File: src/rtl/eis_pkg.sv
package eis_pkg;
  localparam int REG_W       = 16;
  localparam int LVL_BIT     = 15;
  localparam int NMI_POL_BIT = 8;
  localparam int MODE_MSB    = 7;

  typedef enum logic [1:0] {
    EDGE_OFF  = 2'b00,
    EDGE_FALL = 2'b01,
    EDGE_RISE = 2'b10,
    EDGE_BOTH = 2'b11
  } edge_code_e;
endpackage

File: src/rtl/eis_sync.sv
module eis_sync #(
  parameter int W       = 5,
  parameter int STAGES  = 2,
  parameter bit RST_VAL = 1'b1
) (
  input  logic         clk,
  input  logic         rst_n,
  input  logic [W-1:0] din,
  output logic [W-1:0] dout
);
  logic [W-1:0] chain [STAGES];

  generate
    for (genvar s = 0; s < STAGES; s++) begin : g_stage
      always_ff @(posedge clk or negedge rst_n) begin
        if (!rst_n) chain[s] <= {W{RST_VAL}};
        else if (s == 0) chain[s] <= din;
        else chain[s] <= chain[(s == 0) ? 0 : s-1];
      end
    end
  endgenerate

  assign dout = chain[STAGES-1];
endmodule

File: src/rtl/eis_line.sv
module eis_line (
  input  logic       clk,
  input  logic       rst_n,
  input  logic       smp,
  input  logic       edge_mode,
  input  logic [1:0] edge_sel,
  input  logic       mode_chg,
  input  logic       clr,
  output logic       hit,
  output logic       req
);
  import eis_pkg::*;

  logic prev_q, pend_q, fall, rise;

  assign fall = prev_q & ~smp;
  assign rise = ~prev_q & smp;
  assign hit  = (edge_sel[0] & fall) | (edge_sel[1] & rise);

  always_ff @(posedge clk or negedge rst_n) begin
    if (!rst_n) begin
      prev_q <= 1'b1;
      pend_q <= 1'b0;
    end else begin
      prev_q <= smp;
      if (mode_chg || !edge_mode) pend_q <= 1'b0;
      else if (hit)               pend_q <= 1'b1;
      else if (clr)               pend_q <= 1'b0;
    end
  end

  assign req = edge_mode ? pend_q : ~smp;
endmodule

File: src/rtl/eis_regs.sv
module eis_regs #(
  parameter int N = 4
) (
  input  logic                      clk,
  input  logic                      rst_n,
  input  logic                      bus_sel,
  input  logic                      bus_we,
  input  logic                      bus_addr,
  input  logic [eis_pkg::REG_W-1:0] bus_wdata,
  input  logic                      nmi_level,
  output logic [eis_pkg::REG_W-1:0] bus_rdata,
  output logic                      nmi_rise,
  output logic [N-1:0]              irq_mode,
  output logic [2*N-1:0]            irq_edge,
  output logic [N-1:0]              mode_chg
);
  import eis_pkg::*;

  logic wr_ctl, wr_edge;
  logic [N-1:0] new_mode;

  assign wr_ctl  = bus_sel & bus_we & ~bus_addr;
  assign wr_edge = bus_sel & bus_we &  bus_addr;

  generate
    for (genvar i = 0; i < N; i++) begin : g_mode
      assign new_mode[i] = bus_wdata[MODE_MSB-i];
      assign mode_chg[i] = wr_ctl & (new_mode[i] != irq_mode[i]);
    end
  endgenerate

  always_ff @(posedge clk or negedge rst_n) begin
    if (!rst_n) begin
      nmi_rise <= 1'b0;
      irq_mode <= '0;
      irq_edge <= '0;
    end else begin
      if (wr_ctl) begin
        nmi_rise <= bus_wdata[NMI_POL_BIT];
        irq_mode <= new_mode;
      end
      if (wr_edge) irq_edge <= bus_wdata[2*N-1:0];
    end
  end

  always_comb begin
    bus_rdata = '0;
    if (!bus_addr) begin
      bus_rdata[LVL_BIT]     = nmi_level;
      bus_rdata[NMI_POL_BIT] = nmi_rise;
      for (int i = 0; i < N; i++) bus_rdata[MODE_MSB-i] = irq_mode[i];
    end else begin
      bus_rdata[2*N-1:0] = irq_edge;
    end
  end
endmodule

File: src/rtl/ext_irq_sense.sv
module ext_irq_sense #(
  parameter int N_IRQ       = 4,
  parameter int SYNC_STAGES = 2
) (
  input  logic        clk,
  input  logic        rst_n,
  input  logic        bus_sel,
  input  logic        bus_we,
  input  logic        bus_addr,
  input  logic [15:0] bus_wdata,
  output logic [15:0] bus_rdata,
  input  logic        nmi_pin,
  input  logic [N_IRQ-1:0] irq_pin,
  input  logic        nmi_clr,
  input  logic [N_IRQ-1:0] irq_clr,
  output logic        nmi_req,
  output logic [N_IRQ-1:0] irq_req
);
  import eis_pkg::*;

  localparam int PINS = N_IRQ + 1;

  logic [PINS-1:0]    smp;
  logic               nmi_rise, nmi_hit;
  logic [N_IRQ-1:0]   irq_mode, mode_chg, irq_hit;
  logic [2*N_IRQ-1:0] irq_edge;
  logic [1:0]         nmi_sel;

  eis_sync #(.W(PINS), .STAGES(SYNC_STAGES), .RST_VAL(1'b1)) u_sync (
    .clk(clk), .rst_n(rst_n), .din({nmi_pin, irq_pin}), .dout(smp)
  );

  eis_regs #(.N(N_IRQ)) u_regs (
    .clk(clk), .rst_n(rst_n), .bus_sel(bus_sel), .bus_we(bus_we),
    .bus_addr(bus_addr), .bus_wdata(bus_wdata), .nmi_level(smp[N_IRQ]),
    .bus_rdata(bus_rdata), .nmi_rise(nmi_rise), .irq_mode(irq_mode),
    .irq_edge(irq_edge), .mode_chg(mode_chg)
  );

  generate
    for (genvar i = 0; i < N_IRQ; i++) begin : g_line
      eis_line u_line (
        .clk(clk), .rst_n(rst_n), .smp(smp[i]), .edge_mode(irq_mode[i]),
        .edge_sel(irq_edge[2*i+1:2*i]), .mode_chg(mode_chg[i]),
        .clr(irq_clr[i]), .hit(irq_hit[i]), .req(irq_req[i])
      );
    end
  endgenerate

  assign nmi_sel = nmi_rise ? EDGE_RISE : EDGE_FALL;

  eis_line u_nmi (
    .clk(clk), .rst_n(rst_n), .smp(smp[N_IRQ]), .edge_mode(1'b1),
    .edge_sel(nmi_sel), .mode_chg(1'b0), .clr(nmi_clr),
    .hit(nmi_hit), .req(nmi_req)
  );
endmodule

File: config.mk
export PLATFORM = sky130hd
export DESIGN_NAME = ext_irq_sense
export DESIGN_NICKNAME = d
export VERILOG_FILES = /design/src/rtl/eis_pkg.sv /design/src/rtl/eis_sync.sv /design/src/rtl/eis_line.sv /design/src/rtl/eis_regs.sv /design/src/rtl/ext_irq_sense.sv
export SDC_FILE = /design/constraint.sdc
export NUM_CORES = 1
export LEC_CHECK = 0
export ABC_CLOCK_PERIOD_IN_PS = 1200
export BUFFER_PORTS_ARGS = -buffer_cell sky130_fd_sc_hd__buf_4
export CAP_MARGIN = 25
export CORE_MARGIN = 1
export CORE_UTILIZATION = 48
export CTS_CLUSTER_SIZE = 20
export DETAILED_ROUTE_END_ITERATION = 12
export PLACE_DENSITY = 0.83
export REMOVE_ABC_BUFFERS = 1
export SYNTH_ARGS = -nofsm -noshare
export SYNTH_HDL_FRONTEND = slang
export SYNTH_SLANG_ARGS = --single-unit
File: constraint.sdc
create_clock -name clk -period 1.2 [get_ports clk]
set_input_delay 0.18 -clock clk [delete_from_list [all_inputs] [get_ports clk]]
set_output_delay 0.18 -clock clk [all_outputs]
set_load 0.005 [all_outputs]
==> results.md <==
* Clk_lat worst skew at 0.32 ns
* CTS tree: built
* MaxCap Viol Count at 0
* Count leader, synth: dfrtp_1
* Filler cell count at 199
* Initial DRC Count at 18
* Crit. Startpoint: u_regs.irq_mode[0]
* Max H-tree Level at 2
* Final Cell Area at 1940 µm²
* Synth area leader: dfrtp_1
* Final WL at 2830 µm
* Ys async rst share at 1.00
* Hold crit path type: input port to flop
* Final hold vios at 0
* Seq/Total Area, Yosys at 0.595
* Reg clk slew, reported paths at 0.10 ns
* Cell Count, Final, Fillers Out at 201
* Initial Util at 0.510
* Row Count at 19
* Total number of vias at 1010
* Die X at 56.4 µm
* Status: finished with violations
* Synth warn at 0
* Cells after synthesis at 111
* Finished Core Util at 0.699
* Synth Flop Type: dfrtp_1
* Layout cells sized above 1 at 0.606
* Fin crit period at 1.26 ns
* CP startpoint kind: flop
* Final Cycle Share at 1.05
* WS Path Type: flop to output port
* Avg Synthesized Cell Area at 12.8 µm²
* Post-synth EDFFs at 0
* RSZ-0062 raised after global routing: yes
* Ant diodes at 0
* Final setup slack of the worst path at -0.0574 ns
* Drt drc at 0
* Congestion Overflow GR at 0
* Worst Path Required at 1.02 ns
* Routed WL per cell at 14.1 µm
* First-pass GRT wire length at 4720 µm
* Leakage power at 0.891 nW
* Final #Nets at 200
* Worst r2r src: u_sync.dout[3]
* Vias in the first global route at 1068
* All-layer global routing usage at 0.205
* Initial antenna violation count at 0
* Commonest cells in the netlist: 18 x dfrtp_1, 15 x dfstp_2, 13 x mux2_2, 10 x buf_4
* Routability cong. at 0.772
* Main area contributors after synthesis: dfrtp_1 32%, dfstp_2 28%, mux2_2 10%, buf_4 5.3%, nand3b_1 4.8%
* Clock skew at 0.00828 ns
* Port Buffer Count at 38
* Largest net degree at the start of global routing at 34
* Placed Area at 1680 µm²
* Clock root buffer master: clkbuf_4
* CTS buffer count at 5
* Area growth, synth to finish at 37.0%
* First-pass DRT Iterations at 4
* Clock sink count at 33
* Hold_sp: bus_wdata[2]
* Core area at 2780 µm²
* Antenna Nets Post-Route at 0
* Fmax at 795 MHz
* Pwr dens at 1330 nW/µm²
* Buffer depth of the longest clock path at 2
* Critical-path maximum fanout at 4
* Via density per instance at 5.02
* Slew Viols, Final at 0
* Dpl ws at 0.0997 ns
* Die area at 3180 µm²
* Setup violations, final at 7
* VDD IR max at 1270 µV
* Synth top area share at 0.317
* Failing checks: negative setup slack
* Crit. End Element: output port
* Synth Register Bits at 33
* Total chip power at 2.59 mW
* Die height at 56.4 µm
* Area of the mapped netlist at 1420 µm²
* IO Pins at 52
* Dpl cells at 174
* DPL Wire Length at 1910 µm
* Worst EP arrival at 1.08 ns
* Count of different cell masters after synthesis at 20
flip-flops by register name, indices dropped and copies added, names as in the netlist:
name and count:
u_regs.irq_edge 8, g_line.u_line.prev_q 4, u_sync.dout 5, u_regs.nmi_rise 1
u_sync.chain 5, u_regs.irq_mode 4, u_nmi.pend_q 1, u_nmi.prev_q 1
g_line.u_line.pend_q 4
per-stage QoR:
stage | setup TNS [ns] | hold WS (ns)
global route | -0.751 | 0.0728
floorplan | 0 | -0.116
finish | -0.234 | 0.0918
CTS | -0.312 | 0.0777
global placement | 0 | 0.134
detailed placement | 0 | 0.138
power breakdown:
part           internal, mW  total, mW  switching [mW]  leakage, nW
sequential             1.26       1.37           0.101        0.378
clock                 0.289      0.616           0.327       0.0326
combinational         0.383      0.604           0.222        0.480
total                  1.94       2.59           0.650        0.891
worst paths after layout:
check | endpoint | slack, ns | cells after the start
setup / recovery | bus_rdata[7] | -0.06 | 3
hold / removal | u_regs.irq_edge[2] | 0.09 | 2
setup reg to reg | g_line[3].u_line.pend_q | 0.08 | 3
hold reg to reg | u_sync.dout[3] | 0.35 | 0
max in group asynchronous | g_line[0].u_line.prev_q | 0.56 | 2
min in group asynchronous | u_regs.irq_mode[0] | 0.31 | 2
placed cells by master, fill, tap and decap left out:
cell type	count
nor4bb_1	2
and4bb_2	2
clkbuf_4	5
dlygate4sd3_1	6
nand3b_1	9
a311oi_1	2
nand3_2	1
nand2_1	9
mux2_2	13
a311oi_2	2
or3b_2	1
inv_2	4
nand2b_1	4
o221ai_1	1
o21ai_1	4
o21ai_2	4
conb_1	6
buf_4	48
and2_4	3
and2b_1	2
inv_1	1
and2_1	1
dfstp_2	15
buf_6	4
clkbuf_1	2
dfrtp_1	18
clkbuf_8	1
worst max-delay path, stage by stage (launching register included):
cell     delay [ns]
dfrtp_1        0.42
inv_2          0.06
o21ai_2        0.14
buf_4          0.13
routing by layer:
metal,vias to the layer above,share of wire,GRT usage
met4,0,0.019,0.105
met3,5,0.046,0.0507
met2,37,0.55,0.354
met1,482,0.39,0.236
met5,-,0,0
li1,486,-,-
cells by family after synthesis:
family / share of synthesized area
muxes: 0.103
DFF: 0.595
other: 0.00264
AOI/OAI and AO/OA: 0.0591
and+or+nand+nor: 0.162
buffers and inverters: 0.0776
cell type report:
| cell class | instances | area (µm²) | area share |
|---|---|---|---|
| multi-input cells | 66 | 518 | 0.266 |
| well taps | 31 | 38.8 | 0.0199 |
| clock buffers | 8 | 58.8 | 0.0302 |
| flip-flops and latches | 33 | 845 | 0.434 |
| inverters | 5 | 18.8 | 0.00965 |
| repair buffers | 58 | 465 | 0.239 |
timing repair:
action	in CTS	in global routing
buffers inserted	11	2
setup endpoints to repair	11	16
pin swaps	4	3
endpoints found under the hold margin	23	0
gates resized for setup	11	14
hold buffers	6	0
Power figures use the tool's default switching activity.
